$ cat src/rtl/ep_cnt_pkg.sv
// Package: shared constants and the register field layout for the endpoint
// count register. Assumes the payload plus CRC fits in the count field.
package ep_cnt_pkg;
    localparam int CNT_W       = 6;
    localparam int MAX_PAYLOAD = 32;
    localparam int CRC_BYTES   = 2;
    localparam int REG_W       = CNT_W + 2;

    typedef struct packed {
        logic             tog;
        logic             valid;
        logic [CNT_W-1:0] cnt;
    } ep_stat_t;
endpackage

$ cat src/rtl/ep_rx_fmt.sv
// ep_rx_fmt: turns a receive completion into a register image. It adds the
// CRC bytes, saturates oversize counts and derives data-valid.
// Assumes: inputs are only meaningful while rx_done is high.
module ep_rx_fmt
    import ep_cnt_pkg::*;
#(
    parameter int CW   = CNT_W,
    parameter int MAXP = MAX_PAYLOAD,
    parameter int CRCB = CRC_BYTES
) (
    input  logic [CW-1:0] rx_bytes,
    input  logic          rx_toggle,
    input  logic          rx_crc_ok,
    output ep_stat_t      rx_img
);
    localparam logic [CW:0] CRC_ADD = (CW+1)'(CRCB);
    localparam logic [CW:0] RX_CAP  = (CW+1)'(MAXP + CRCB);

    logic [CW:0] sum;
    logic        over;

    // Build the received image: count plus CRC, saturated, valid on good CRC.
    always_comb begin
        sum             = {1'b0, rx_bytes} + CRC_ADD;
        over            = (sum > RX_CAP);
        rx_img.tog      = rx_toggle;
        rx_img.valid    = rx_crc_ok && !over;
        rx_img.cnt      = over ? RX_CAP[CW-1:0] : sum[CW-1:0];
    end
endmodule

$ cat src/rtl/ep_cpu_fmt.sv
// ep_cpu_fmt: builds the register image for a CPU write, clamping the
// transmit count to the largest payload. Assumes wdata is REG_W wide.
module ep_cpu_fmt
    import ep_cnt_pkg::*;
#(
    parameter int CW   = CNT_W,
    parameter int MAXP = MAX_PAYLOAD
) (
    input  logic [CW+1:0] wdata,
    output ep_stat_t      wr_img
);
    localparam logic [CW-1:0] TX_CAP = CW'(MAXP);

    // Keep toggle and valid as written; clamp the count.
    always_comb begin
        wr_img.tog   = wdata[CW+1];
        wr_img.valid = wdata[CW];
        wr_img.cnt   = (wdata[CW-1:0] > TX_CAP) ? TX_CAP : wdata[CW-1:0];
    end
endmodule

$ cat src/rtl/ep_lock_ctl.sv
// ep_lock_ctl: lock flag for the control endpoint. A hardware update sets
// it (and beats a same-cycle read); a read clears it. Non-control endpoints
// never hold the lock. Assumes a synchronous active-low reset.
module ep_lock_ctl (
    input  logic clk,
    input  logic rst_n,
    input  logic is_ctrl,
    input  logic hw_upd,
    input  logic cpu_rd,
    output logic locked
);
    // Track the lock: set on a control-endpoint update, clear on read.
    always_ff @(posedge clk) begin
        if (!rst_n)                locked <= 1'b0;
        else if (!is_ctrl)         locked <= 1'b0;
        else if (hw_upd)           locked <= 1'b1;
        else if (cpu_rd)           locked <= 1'b0;
    end

    AST_LOCK_ONLY_CTRL: assert property (@(posedge clk) disable iff (!rst_n)
        (!is_ctrl) |=> !locked);
    AST_RD_BEFORE_UPD: assert property (@(posedge clk) disable iff (!rst_n)
        (is_ctrl && hw_upd && cpu_rd) |=> locked);
endmodule

$ cat src/rtl/ep_count_reg.sv
// ep_count_reg: one endpoint's count/valid/toggle register. It takes CPU
// writes and receive completions, and raises a one-cycle interrupt per
// completion. Assumes rx_done and cpu_wr are single-cycle strobes.
module ep_count_reg
    import ep_cnt_pkg::*;
(
    input  logic             clk,
    input  logic             rst_n,
    input  logic             is_ctrl,
    input  logic             cpu_wr,
    input  logic             cpu_rd,
    input  logic [REG_W-1:0] cpu_wdata,
    input  logic             rx_done,
    input  logic [CNT_W-1:0] rx_bytes,
    input  logic             rx_toggle,
    input  logic             rx_crc_ok,
    output logic [REG_W-1:0] reg_q,
    output logic             ep_irq
);
    ep_stat_t stat_q, rx_img, wr_img;
    logic     locked, wr_ok;

    ep_rx_fmt #(.CW(CNT_W), .MAXP(MAX_PAYLOAD), .CRCB(CRC_BYTES)) rx_fmt_i (
        .rx_bytes (rx_bytes),
        .rx_toggle(rx_toggle),
        .rx_crc_ok(rx_crc_ok),
        .rx_img   (rx_img)
    );

    ep_cpu_fmt #(.CW(CNT_W), .MAXP(MAX_PAYLOAD)) cpu_fmt_i (
        .wdata (cpu_wdata),
        .wr_img(wr_img)
    );

    ep_lock_ctl lock_i (
        .clk    (clk),
        .rst_n  (rst_n),
        .is_ctrl(is_ctrl),
        .hw_upd (rx_done),
        .cpu_rd (cpu_rd),
        .locked (locked)
    );

    // A CPU write lands only when unlocked and not colliding with hardware.
    assign wr_ok = cpu_wr && !rx_done && !locked;

    // Register update: hardware completion first, then an accepted write.
    always_ff @(posedge clk) begin
        if (!rst_n)      stat_q <= '0;
        else if (rx_done) stat_q <= rx_img;
        else if (wr_ok)  stat_q <= wr_img;
    end

    // Interrupt pulse one cycle after each completion.
    always_ff @(posedge clk) begin
        if (!rst_n) ep_irq <= 1'b0;
        else        ep_irq <= rx_done;
    end

    assign reg_q = stat_q;

    AST_RX_CNT_RANGE: assert property (@(posedge clk) disable iff (!rst_n)
        rx_done |=> (reg_q[CNT_W-1:0] >= CNT_W'(CRC_BYTES)) &&
                    (reg_q[CNT_W-1:0] <= CNT_W'(MAX_PAYLOAD + CRC_BYTES)));
    AST_BAD_CRC_INVALID: assert property (@(posedge clk) disable iff (!rst_n)
        (rx_done && !rx_crc_ok) |=> !reg_q[CNT_W]);
    AST_RX_TOGGLE: assert property (@(posedge clk) disable iff (!rst_n)
        rx_done |=> (reg_q[CNT_W+1] == $past(rx_toggle)));
    AST_IRQ_ON_DONE: assert property (@(posedge clk) disable iff (!rst_n)
        rx_done |=> ep_irq);
    AST_IRQ_QUIET: assert property (@(posedge clk) disable iff (!rst_n)
        !rx_done |=> !ep_irq);
    AST_LOCK_HOLDS: assert property (@(posedge clk) disable iff (!rst_n)
        (locked && !rx_done) |=> $stable(reg_q));
    AST_TX_CLAMP: assert property (@(posedge clk) disable iff (!rst_n)
        (cpu_wr && !rx_done && !locked) |=> (reg_q[CNT_W-1:0] <= CNT_W'(MAX_PAYLOAD)));
    AST_NONCTRL_WRITE: assert property (@(posedge clk) disable iff (!rst_n)
        (!is_ctrl && cpu_wr && !rx_done) |=> (reg_q[CNT_W+1:CNT_W] == $past(cpu_wdata[CNT_W+1:CNT_W])));
endmodule

$ cat config.mk
export PLATFORM = sky130hd
export DESIGN_NAME = ep_count_reg
export DESIGN_NICKNAME = d
export VERILOG_FILES = /design/src/rtl/ep_cnt_pkg.sv /design/src/rtl/ep_rx_fmt.sv /design/src/rtl/ep_cpu_fmt.sv /design/src/rtl/ep_lock_ctl.sv /design/src/rtl/ep_count_reg.sv
export SDC_FILE = /design/constraint.sdc
export NUM_CORES = 1
export LEC_CHECK = 0
export BUFFER_PORTS_ARGS = -buffer_cell sky130_fd_sc_hd__buf_2
export CORE_ASPECT_RATIO = 0.9
export CORE_UTILIZATION = 43
export DETAILED_ROUTE_END_ITERATION = 6
export PLACE_DENSITY = 0.75
export SETUP_SLACK_MARGIN = 0.1
export SLEW_MARGIN = 30
export SYNTH_ARGS = -nofsm -noshare
export SYNTH_HDL_FRONTEND = slang
export SYNTH_HIERARCHICAL = 1
export SYNTH_SLANG_ARGS = --single-unit
export TNS_END_PERCENT = 20
$ cat constraint.sdc
create_clock -name clk -period 2.62 [get_ports clk]
set_clock_uncertainty 0.1 [all_clocks]
set_input_delay 0.524 -clock clk [delete_from_list [all_inputs] [get_ports clk]]
set_output_delay 0.524 -clock clk [all_outputs]
set_load 0.02 [all_outputs]
# After elaboration in Yosys (flattened, before gate mapping)
# Index checks and enable logic that the tools add are counted.
[classes] muxes=6 reduce_logical=9 n_addsub=1 magnitude_cmp=2
[ops] cell="2-to-1 mux 8 bit" count=2
[ops] cell="2-to-1 mux 6 bit" count=2
[ops] cell="adder 6 x 2 -> 7 bit, second input constant" count=1
[ops] cell="greater-than comparator 7 x 6 -> 1 bit, second input constant" count=1
[ops] cell="greater-than comparator 6 bit, second input constant" count=1
[ops] cell="nonzero test 2 bit" count=2
[ops] cell="logical AND 1 bit" count=3
[ops] cell="logical NOT 1 bit" count=3
[ops] cell="2-to-1 mux 1 bit" count=2
[ops] cell="AND reduction 2 bit" count=1
[totals] inputBits=22 elab_cells=23 output_inout_bits=9 reg_bits=10

# Longest topological paths before layout
[logic_depth] depth_word=5 ltp_mapped=7

# Hierarchy
# Netlist, hierarchy kept.
[modules_own_cells] mod="ep_count_reg" cells_each=38 instances=1 area_per_inst_um2=384.1
[modules_own_cells] mod="ep_rx_fmt" cells_each=30 instances=1 area_per_inst_um2=187.7
[modules_own_cells] mod="ep_cpu_fmt" cells_each=8 instances=1 area_per_inst_um2=50.0
[modules_own_cells] mod="ep_lock_ctl" cells_each=3 instances=1 area_per_inst_um2=36.3

# Worst setup path before layout
# Ideal clock, no wire load.
[synth_path] path_type="input-to-reg" start="input port rx_bytes[1]" end="register stat_q (netlist bit reg_q[1])" cell_stages=7 arrival_time_ns=2.016 n_path_buf=0 slack_ns=0.383 required_time_ns=2.399 path_cell_list="ha_1 -> or4_4 -> o21ai_2 -> a21oi_2 -> or3b_1 -> o21ai_0 -> a21oi_1"
[synth_rtl] element="start, declared" line_no="ep_count_reg.sv:14" rtl="input logic [CNT_W-1:0] rx_bytes,"
[synth_rtl] element="end signal, assigned" line_no="ep_count_reg.sv:50" rtl="else if (rx_done) stat_q <= rx_img;"
[synth_rtl] element="end signal, assigned" line_no="ep_count_reg.sv:51" rtl="else if (wr_ok) stat_q <= wr_img;"
[synth_rtl] element="end, declared" line_no="ep_count_reg.sv:20" rtl="ep_stat_t stat_q, rx_img, wr_img;"

==> impl_metrics.yaml <==
run_status:
  status: "finished, final reports clean"
clock_tree:
  clkTransAtPathRegs_ns: 0.06
  postCtsHoldBufs: 0
  cts_resized: 0
  cts_buffer_depth: 2
  cts.sinks: 10
  post_cts_buffers: 0
  clockRootBuffer: "clkbuf_4"
  cts_buffers: 3
  cts_tree: "built"
  clk_latency_ns: 0.25
  cts-htree-levels: 1
power_and_ir_drop:
  p_int_w: 0.000260
  ir_worst_vdd_mv: 0.176
  p_seq_frac: 0.461
  p_per_area_nw_per_um2: 452
  p_sw_frac: 0.284
  pwr-share-comb: 0.272
  p_sw_w: 0.000103
  clock_power_share: 0.267
  p_leak_nw: 0.408
global_routing:
  grt_pass1_vias: 425
  grt_pass1_wl_mm: 1.72
  grt-ovfl-total: 0
  grt_max_degree: 17
  grt_usage: 0.137
  antenna_found_initial: 0
place:
  finalWeightedCongestion: 0.734
  dpl_cell_area_um2: 781
  dp_hpwl_um: 994
  io_buffer_count: 30
yosys:
  synth_top_cell_by_area: "dfxtp_1"
  syn_area_um2: 658
  synth_cell_types: 27
  synthCells: 79
  avgSynthCellArea_um2: 8.33
  synth_top_area_frac: 0.304
  synth_nets: 102
  synth.area.top_cells: "dfxtp_1, mux2i_1, a21oi_1"
  ys.warnings.count: 6
  ys_seq_elements: 10
  yosysSeqAreaShare: 0.304
drt:
  drc_errors: 0
  dr.pass1.iters: 4
  ant_nets: 0
  vias: 589
  finalWirelength_mm: 1.20
  via_per_inst: 4.87
  drt_iter0_drc: 7
  wl_per_cell_um: 9.93
floorplan:
  start_util: 0.460
  die_h_um: 39.1
  core_um2: 1430
  rows: 13
  dieArea_um2: 1690
  ios: 31
  die_w_um: 43.2
layout:
  drive_above_1_share: 0.349
  area_growth_pct: 22.1
  antennaDiodeCount: 0
  fillers: 144
  stdcell_area_um2: 803
  finalNetCount: 131
job:
  cap_violations: 0
worst_setup_path:
  startpoint_type: "primary input"
  cp-end-kind: "flip-flop"
  cp-startpoint: "rx_bytes[1]"
  crit_slowest_cell: "or4_4"
  critical_path.top_delay_family: "simple AND/OR/NAND/NOR gates"
  reg2reg_from: "lock_i/locked$_SDFFE_PN0P_"
  crit_fanout: 7
  path_class: "primary input to flip-flop"
  cp.required_ns: 2.64
  max_stage_delay_ns: 0.53
  crit_buf_inv: 1
  arrival_ns: 2.24
  cp_cell_sequence: "buf_2 -> ha_1 -> or4_4 -> o21ai_2 -> a21oi_2 -> or3b_1 -> o21ai_0 -> a21oi_1"
timing:
  timing.final.max_slew_violations: 0
  fin_crit_ns: 2.22
  setup_viol_count_final: 0
  hold_viol_final: 0
  relSlewSlack: 0.736
  fin_crit_sh: 0.846
  tightest_slew_ns: 0.395
  timing.fmax_mhz: 451
  finalSetupTns_ns: 0
  rsz0062_at_grt: "false"
worst_hold_path:
  hold_path.class: "primary input to flip-flop"
  min_from: "is_ctrl"
## cell type report
| cell class | count | area (µm²) | share of cell area |
|---|---|---|---|
| timing repair buffer | 30 | 150 | 0.187 |
| tap | 15 | 18.8 | 0.0234 |
| clock buffer | 3 | 22.5 | 0.0280 |
| sequential | 10 | 200 | 0.249 |
| inverter | 1 | 3.75 | 0.00467 |
| multi-input combinational | 62 | 408 | 0.508 |
## per-layer routing
metal / global-route usage / vias to the layer above / wire length (µm)
met3: 0.0140 / 0 / 63
met1: 0.182 / 238 / 606
met5: 0 / - / 0
li1: - / 331 / -
met4: 0.0682 / 0 / 0
met2: 0.220 / 20 / 531
## metrics by stage
step                      worst slack, ns  hold slack [ns]  total power (W)   util  instances
after floorplan                     0.383            0.507         0.000239      -         79
after global placement              0.177            0.425         0.000269  0.545        118
after detailed placement            0.127            0.433         0.000271  0.545        118
after CTS                           0.404            0.399         0.000369  0.561        121
after global routing                0.323            0.391         0.000388  0.561        121
final                               0.404            0.404         0.000363  0.561        121
## state kept, by name, summed over array words and instances, names as in the netlist
| signal | cells |
|---|---|
| lock_i/locked | 1 |
| reg_q | 8 |
| ep_irq | 1 |
## layout by cell type (no fill, tap or decap), types with 2 or more instances in the layout
master	Yosys	final
nor2b_1	7	7
nand3_1	2	2
clkbuf_4	0	3
o21ai_0	9	9
dfxtp_1	10	10
nand2_1	7	7
mux2i_1	8	8
a21oi_1	9	9
buf_2	1	30
nor2_1	4	4
xor2_1	3	3
## cell families after synthesis
family / synth area share
adder cells (fa/ha/maj): 0.0190
AND/OR/NAND/NOR: 0.219
flip-flops: 0.304
multiplexers: 0.122
XOR/XNOR: 0.0399
buffers and inverters: 0.0760
AO/OA/AOI/OAI: 0.221
## worst paths after layout
| check | end | slack, ns | cells past startpoint |
|---|---|---|---|
| hold reg to reg | reg_q[7]$_SDFFE_PN0P_ | 0.44 | 2 |
| hold / removal | lock_i/locked$_SDFFE_PN0P_ | 0.40 | 2 |
| setup reg to reg | reg_q[3]$_SDFFE_PN0P_ | 1.46 | 3 |
| setup / recovery | reg_q[1]$_SDFFE_PN0P_ | 0.40 | 8 |
## cells in the mapped netlist
master     n
a21oi_1    9
dfxtp_1   10
mux2i_1    8
nor2b_4    1
ha_1       1
nand3_1    2
nor2_1     4
or4_4      1
nand2_1    7
buf_2      1
o211a_1    1
or3b_1     1
a21boi_0   1
inv_1      1
buf_8      1
clkbuf_1   1
and2_1     1
buf_4      3
nor2b_1    7
o21ai_2    1
o21ai_0    9
xor2_1     3
o31ai_1    1
a21o_1     1
and4_1     1
a21oi_2    1
o21ai_1    1
## power groups by stage
stage | Clock, W | Combinational, W | Sequential [W]
finish | 0.0000969 | 0.0000989 | 0.000168
global placement | 0 | 0.0000982 | 0.000171
CTS | 0.000101 | 0.000100 | 0.000168
floorplan | 0 | 0.0000548 | 0.000184
global route | 0.000110 | 0.000110 | 0.000168
detailed placement | 0 | 0.0000997 | 0.000171
(Power assumes the default switching activity.)
